==> src/rtl/adc_cmd_pkg.sv <==
package adc_cmd_pkg;
    localparam int BYTE_W    = 8;
    localparam int RES_W     = 12;
    localparam int FRAME_W   = 16;
    localparam int CNT_W     = $clog2(BYTE_W);
    localparam int PAD_W     = FRAME_W - RES_W;
    localparam logic [1:0] SETUP_TAG  = 2'b01;
    localparam logic [1:0] CKMODE_RST = 2'b10;

    typedef enum logic [1:0] {
        DST_NONE = 2'd0,
        DST_UNI  = 2'd1,
        DST_BIP  = 2'd2
    } dest_e;

    typedef struct packed {
        logic [CNT_W-1:0]  cnt;
        logic [BYTE_W-1:0] sh;
        logic              first;
        dest_e             dest;
        logic [1:0]        ckmode;
        logic [BYTE_W-1:0] uni;
        logic [BYTE_W-1:0] bip;
        logic              conv_wr;
        logic [BYTE_W-1:0] conv_byte;
    } rx_state_t;

    typedef struct packed {
        logic [FRAME_W-1:0] hold;
        logic [FRAME_W-1:0] sh;
        logic               armed;
    } tx_state_t;
endpackage

==> src/rtl/adc_cmd_sync.sv <==
module adc_cmd_sync #(
    parameter int                 WIDTH   = 3,
    parameter int                 STAGES  = 2,
    parameter logic [WIDTH-1:0]   RST_VAL = '0
) (
    input  logic             clk,
    input  logic             rst_n,
    input  logic [WIDTH-1:0] async_i,
    output logic [WIDTH-1:0] level_o,
    output logic [WIDTH-1:0] rise_o,
    output logic [WIDTH-1:0] fall_o
);
    for (genvar b = 0; b < WIDTH; b++) begin : g_bit
        logic [STAGES-1:0] chain_q;
        logic              prev_q;

        always_ff @(posedge clk or negedge rst_n) begin
            if (!rst_n) begin
                chain_q <= {STAGES{RST_VAL[b]}};
                prev_q  <= RST_VAL[b];
            end else begin
                chain_q <= {chain_q[STAGES-2:0], async_i[b]};
                prev_q  <= chain_q[STAGES-1];
            end
        end

        assign level_o[b] = chain_q[STAGES-1];
        assign rise_o[b]  = chain_q[STAGES-1] & ~prev_q;
        assign fall_o[b]  = ~chain_q[STAGES-1] & prev_q;
    end
endmodule

==> src/rtl/adc_cmd_rx.sv <==
module adc_cmd_rx
    import adc_cmd_pkg::*;
(
    input  logic              clk,
    input  logic              rst_n,
    input  logic              cs_low,
    input  logic              cs_fall,
    input  logic              sclk_rise,
    input  logic              mosi_s,
    output logic [1:0]        clk_mode,
    output logic [BYTE_W-1:0] uni_cfg,
    output logic [BYTE_W-1:0] bip_cfg,
    output logic              conv_wr,
    output logic [BYTE_W-1:0] conv_byte
);
    localparam logic [CNT_W-1:0] LAST_BIT = CNT_W'(BYTE_W - 1);

    rx_state_t         d, q;
    logic [BYTE_W-1:0] byte_w;

    always_comb begin
        d         = q;
        d.conv_wr = 1'b0;
        byte_w    = {q.sh[BYTE_W-2:0], mosi_s};
        if (cs_fall) begin
            d.cnt   = '0;
            d.first = 1'b1;
            d.dest  = DST_NONE;
        end else if (!cs_low) begin
            d.cnt = '0;
        end else if (sclk_rise) begin
            d.sh  = byte_w;
            d.cnt = q.cnt + 1'b1;
            if (q.cnt == LAST_BIT) begin
                if (q.first) begin
                    d.first = 1'b0;
                    if (byte_w[7:6] == SETUP_TAG) begin
                        d.ckmode = byte_w[5:4];
                        if (byte_w[1]) d.dest = byte_w[0] ? DST_BIP : DST_UNI;
                        else           d.dest = DST_NONE;
                    end else begin
                        d.conv_wr   = 1'b1;
                        d.conv_byte = byte_w;
                    end
                end else begin
                    case (q.dest)
                        DST_UNI: d.uni = byte_w;
                        DST_BIP: d.bip = byte_w;
                        default: ;
                    endcase
                    d.dest = DST_NONE;
                end
            end
        end
    end

    always_ff @(posedge clk or negedge rst_n) begin
        if (!rst_n) begin
            q           <= '0;
            q.first     <= 1'b1;
            q.dest      <= DST_NONE;
            q.ckmode    <= CKMODE_RST;
        end else begin
            q <= d;
        end
    end

    assign clk_mode  = q.ckmode;
    assign uni_cfg   = q.uni;
    assign bip_cfg   = q.bip;
    assign conv_wr   = q.conv_wr;
    assign conv_byte = q.conv_byte;

    assert_conv_pulse_R5: assert property (@(posedge clk) disable iff (!rst_n)
        conv_wr |=> !conv_wr);
    assert_mode_needs_edge_R3: assert property (@(posedge clk) disable iff (!rst_n)
        !sclk_rise |=> $stable(clk_mode));
    assert_one_reg_per_byte_R4: assert property (@(posedge clk) disable iff (!rst_n)
        !sclk_rise |=> ($stable(uni_cfg) && $stable(bip_cfg)));
    assert_abort_clears_R7: assert property (@(posedge clk) disable iff (!rst_n)
        (!cs_low && !sclk_rise) |=> (q.cnt == '0));
endmodule

==> src/rtl/adc_cmd_tx.sv <==
module adc_cmd_tx
    import adc_cmd_pkg::*;
(
    input  logic             clk,
    input  logic             rst_n,
    input  logic             cs_low,
    input  logic             cs_fall,
    input  logic             sclk_rise,
    input  logic             sclk_fall,
    input  logic             res_load,
    input  logic [RES_W-1:0] res_data,
    input  logic             res_twos,
    output logic             miso
);
    tx_state_t          d, q;
    logic [RES_W-1:0]   fmt_w;

    always_comb begin
        d     = q;
        fmt_w = res_data;
        if (res_twos) fmt_w[RES_W-1] = ~res_data[RES_W-1];
        if (res_load) d.hold = {{PAD_W{1'b0}}, fmt_w};
        if (cs_fall) begin
            d.sh    = q.hold;
            d.armed = 1'b0;
        end else if (cs_low) begin
            if (sclk_rise) d.armed = 1'b1;
            if (sclk_fall && q.armed) d.sh = {q.sh[FRAME_W-2:0], 1'b0};
        end
    end

    always_ff @(posedge clk or negedge rst_n) begin
        if (!rst_n) q <= '0;
        else        q <= d;
    end

    assign miso = q.sh[FRAME_W-1];

    assert_shift_on_fall_R8: assert property (@(posedge clk) disable iff (!rst_n)
        !(sclk_fall || cs_fall) |=> $stable(q.sh));
    assert_hold_until_rise_R10: assert property (@(posedge clk) disable iff (!rst_n)
        (cs_low && !q.armed && !cs_fall) |=> $stable(q.sh));
endmodule

==> src/rtl/adc_cmd_front.sv <==
module adc_cmd_front
    import adc_cmd_pkg::*;
(
    input  logic              clk,
    input  logic              rst_n,
    input  logic              cs_n,
    input  logic              sclk,
    input  logic              mosi,
    output logic              miso,
    input  logic              res_load,
    input  logic [RES_W-1:0]  res_data,
    input  logic              res_twos,
    output logic [1:0]        clk_mode,
    output logic [BYTE_W-1:0] uni_cfg,
    output logic [BYTE_W-1:0] bip_cfg,
    output logic              conv_wr,
    output logic [BYTE_W-1:0] conv_byte
);
    localparam int IDX_MOSI = 0;
    localparam int IDX_SCLK = 1;
    localparam int IDX_CS   = 2;

    logic [2:0] lvl, rise, fall;

    adc_cmd_sync #(.WIDTH(3), .STAGES(2), .RST_VAL(3'b100)) u_sync (
        .clk     (clk),
        .rst_n   (rst_n),
        .async_i ({cs_n, sclk, mosi}),
        .level_o (lvl),
        .rise_o  (rise),
        .fall_o  (fall)
    );

    adc_cmd_rx u_rx (
        .clk       (clk),
        .rst_n     (rst_n),
        .cs_low    (~lvl[IDX_CS]),
        .cs_fall   (fall[IDX_CS]),
        .sclk_rise (rise[IDX_SCLK]),
        .mosi_s    (lvl[IDX_MOSI]),
        .clk_mode  (clk_mode),
        .uni_cfg   (uni_cfg),
        .bip_cfg   (bip_cfg),
        .conv_wr   (conv_wr),
        .conv_byte (conv_byte)
    );

    adc_cmd_tx u_tx (
        .clk       (clk),
        .rst_n     (rst_n),
        .cs_low    (~lvl[IDX_CS]),
        .cs_fall   (fall[IDX_CS]),
        .sclk_rise (rise[IDX_SCLK]),
        .sclk_fall (fall[IDX_SCLK]),
        .res_load  (res_load),
        .res_data  (res_data),
        .res_twos  (res_twos),
        .miso      (miso)
    );
endmodule

==> config.mk <==
export PLATFORM = sky130hd
export DESIGN_NAME = adc_cmd_front
export DESIGN_NICKNAME = d
export VERILOG_FILES = /design/src/rtl/adc_cmd_pkg.sv /design/src/rtl/adc_cmd_sync.sv /design/src/rtl/adc_cmd_rx.sv /design/src/rtl/adc_cmd_tx.sv /design/src/rtl/adc_cmd_front.sv
export SDC_FILE = /design/constraint.sdc
export NUM_CORES = 1
export LEC_CHECK = 0
export BUFFER_PORTS_ARGS = -buffer_cell sky130_fd_sc_hd__buf_2
export CAP_MARGIN = 40
export CORE_MARGIN = 2
export CORE_UTILIZATION = 30
export DETAILED_ROUTE_END_ITERATION = 7
export PLACE_DENSITY = 0.55
export SETUP_SLACK_MARGIN = 0.15
export SYNTH_ARGS = -nofsm -noshare
export SYNTH_HDL_FRONTEND = slang
export SYNTH_SLANG_ARGS = --single-unit
==> constraint.sdc <==
create_clock -name clk -period 1.8 [get_ports clk]
set_input_delay 0.09 -clock clk [delete_from_list [all_inputs] [get_ports clk]]
set_output_delay 0.09 -clock clk [all_outputs]
set_load 0.1 [all_outputs]
==> flow_summary_export.csv <==
group,metric,value,unit
setup_path,rr_worst_depth,5,
setup_path,critPathTopFamily,"simple AND/OR/NAND/NOR gates",
power,ir_worst_vdd,0.000432,V
route,drcViolationCount,0,
clocking,clkTransAtPathRegs,0.09,ns
timing,fin_skew,0.0124,ns
min_path,min_path_type,"primary input to register",
timing,hold_viol,0,
place,placed_cells,406,
power,sw_frac_of_total,24.5,%
timing,final_max_slew_viol_count,0,
min_path,min-delay-start,"res_data[11]",
finish,final_layout_size_suffix_gt1_share,47.1,%
route,via_per_inst,4.25,
timing,slew_headroom,67.2,%
clocking,cts_buffers,9,
grt,grtUsageMet1,13.3,%
setup_path,crit_path_cell_trace,"nor4b_4, nand2_1, or4b_1, buf_6, mux2_4",
clocking,cts_buffer_depth,2,
power,p_per_area,869,nW/um^2
place,hpwl,3.74,mm
setup_path,cp.required,2.03,ns
timing,fmax,0.528,GHz
grt,grt_usage,10.7,%
synth,synthesis.area,3290,um^2
clocking,cts-root-buf,"clkbuf_8",
clocking,cts_sinks,77,
grt,antenna_found_initial,0,
route,first_pass_iters,4,
timing,timing.hold.ws,0.0331,ns
timing,worst_slew_pin_slew,0.495,ns
place,port_buffers,46,
grt,grt_util_met3,3.41,%
die,pin_count,47,
die,die_x,109,um
setup_path,critPathCaptureType,"register",
route,wire_per_inst,13.0,um
power,switching_power,880,uW
timing,fin_ws,-0.0935,ns
synth,syn_nets,263,
setup_path,max_stage_delay,0.49,ns
setup_path,criticalPathCategory,"register to register",
die,chipHeight,109,um
setup_path,ff2ff_setup_slack,-0.09,ns
finish,fin_cells,448,
finish,nFillCells,1061,
finish,final_cell_mix,"dfrtp_1 (72), buf_2 (45), mux2_4 (25), mux2_2 (18), mux2i_1 (17)",
finish,synthToLayoutAreaGrowth,25.7,%
route,drtIter0Drc,57,
synth,ys_ff_latch,77,
synth,yosysSeqAreaShare,58.8,%
status,violations,"setup timing",
setup_path,crit_fanout,8,
power,combPwrFrac,7.9,%
setup_path,r2r_start,"u_sync.g_bit[1].prev_q",
finish,nNetsFinal,324,
grt,grt_pass1_vias,1944,
grt,grt_pass1_wl,9.62,mm
timing,setup_viol,16,
job,maxCapViolations,0,
setup_path,crit_arrival,2.13,ns
clocking,clk_latency,0.35,ns
power,p_seq_share,55.0,%
route,ant_nets,0,
min_path,hold_end,"u_tx.q[28]",
die,fp-row-count,38,
synth,yosysWarnings,0,
power,cell_internal_pwr,2710,uW
synth,avgSynthCellArea,13.6,um^2
grt,grt_busiest_layer,"met2",
setup_path,cp-start-kind,"register",
grt,grt_use_met2,17.2,%
status,status,"finished with violations",
grt,grt_max_degree,46,
setup_path,cp_num_buf_inv,1,
clocking,htreeDepth,3,
timing,rsz0062_at_grt,"yes",
timing,post-route-period-util,105,%
finish,antennaDiodeCount,0,
clocking,cts_tree,"yes",
timing,tns,-1.32,ns
min_path,whs_path_depth,3,
die,core,10700,um^2
grt,overflow,0,
power,clkPwrFrac,37.0,%
place,post-place-ws,-0.126,ns
place,gp_congestion,0.732,
timing,min_period,1.89,ns
die,die-area,11800,um^2
setup_path,critPathSlowestCell,"or4b_1",
finish,final_common_cell,"dfrtp_1",
setup_path,r2r_end,"u_rx.uni_cfg[4]",
route,via_count,1902,
power,leakage,0.00201,uW
synth,synth_cell_types,30,
die,initial_core_util,30.6,%
synth,synth_cells,242,
route,finalWirelength,5.83,mm
-- how the worst max path moves through the flow --
stage                                           from         endpoint  cells past startpoint
after floorplan           u_sync.g_bit[2].chain_q[1]  u_rx.bip_cfg[0]                      6
after detailed placement      u_sync.g_bit[1].prev_q  u_rx.uni_cfg[4]                      5
final                         u_sync.g_bit[1].prev_q  u_rx.uni_cfg[4]                      5
after global routing          u_sync.g_bit[1].prev_q  u_rx.uni_cfg[4]                      5
after global placement        u_sync.g_bit[1].prev_q  u_rx.uni_cfg[5]                      5
after CTS                     u_sync.g_bit[1].prev_q  u_rx.uni_cfg[4]                      5
-- synth_stat cells (all sizes together) --
library cell | count | area (um^2)
a21oi | 3 | 15.0
buf | 33 | 241
nor4 | 1 | 6.26
inv | 3 | 11.3
nand2b | 3 | 18.8
dfstp | 5 | 131
mux2 | 43 | 544
nor4b | 1 | 23.8
clkbuf | 4 | 15.0
nand4 | 1 | 6.26
o21a | 1 | 7.51
nor2 | 9 | 33.8
mux2i | 17 | 170
xnor2 | 1 | 8.76
nand3 | 2 | 10.0
xor2 | 1 | 8.76
dfrtp | 72 | 1800
a2111o | 1 | 11.3
nor2b | 1 | 6.26
o21ai | 14 | 70.1
nand2 | 16 | 60.1
nor3 | 5 | 30.0
ha | 2 | 25.0
and3b | 1 | 8.76
or4b | 2 | 20.0
-- per-layer routing --
| layer | up-vias | part of all wire (%) |
|---|---|---|
| met5 | - | 0 |
| met3 | 8 | 5.1 |
| li1 | 929 | - |
| met1 | 919 | 47 |
| met4 | 0 | 1.6 |
| met2 | 46 | 47 |
-- worst register-to-register path, delay by kind of cell (launching register included) --
family | cells | cell delay, ns
buffers and inverters | 1 | 0.17
flip-flops | 1 | 0.41
multiplexers | 1 | 0.31
AND/OR/NAND/NOR | 3 | 0.90
-- cell families after synthesis --
| family | share of synthesized area, % |
|---|---|
| mux | 21.7 |
| buf+inv | 8.15 |
| simple gates | 6.82 |
| fa+ha+maj | 0.761 |
| compound gates | 3.16 |
| xor+xnor | 0.533 |
| flops | 58.8 |
-- registers in the layout, indices dropped and copies added, names as in the netlist --
name and count:
u_rx.bip_cfg 8, u_rx.byte_w 7, u_rx.clk_mode 2, u_rx.conv_byte 8
u_rx.conv_wr 1, u_rx.q 6, u_rx.uni_cfg 8, u_sync.g_bit.chain_q 6
u_sync.g_bit.prev_q 2, u_tx.miso 1, u_tx.q 28
-- cell type report --
| cell class | count | area [um^2] | area share [%] |
|---|---|---|---|
| Multi-Input combinational cell | 126 | 1170 | 28.3 |
| Clock inverter | 6 | 68.8 | 1.67 |
| Inverter | 3 | 11.3 | 0.273 |
| Tap cell | 140 | 175 | 4.24 |
| Timing Repair Buffer | 86 | 638 | 15.4 |
| Clock buffer | 10 | 138 | 3.33 |
| Sequential cell | 77 | 1930 | 46.8 |
-- timing repair --
| item | CTS | global route |
|---|---|---|
| hold buffers | 15 | 0 |
| buffers inserted | 1 | 9 |
| endpoints found under the setup margin | 26 | 26 |
| pin swaps | 1 | 5 |
| endpoints found under the hold margin | 45 | 0 |
| cloned | 1 | 0 |
| resized for setup | 4 | 24 |
-- power by group through the flow --
| stage | Clock, uW | Combinational, uW | Sequential (uW) |
|---|---|---|---|
| final | 1330 | 285 | 1980 |
| after global routing | 1470 | 325 | 2000 |
| after CTS | 1390 | 282 | 1970 |
| after detailed placement | 0 | 255 | 2010 |
| after global placement | 0 | 250 | 2000 |
| after floorplan | 0 | 160 | 1970 |
-- per-stage QoR --
stage                     cell area, um^2  total power (uW)  util (%)
final                                4130              3590      38.4
after CTS                            3970              3650      36.9
after global placement               3590              2250      33.4
after floorplan                      3290              2130         -
after detailed placement             3590              2260      33.4
after global routing                 4130              3790      38.4
Note: power is estimated with default switching activity, not from simulation.
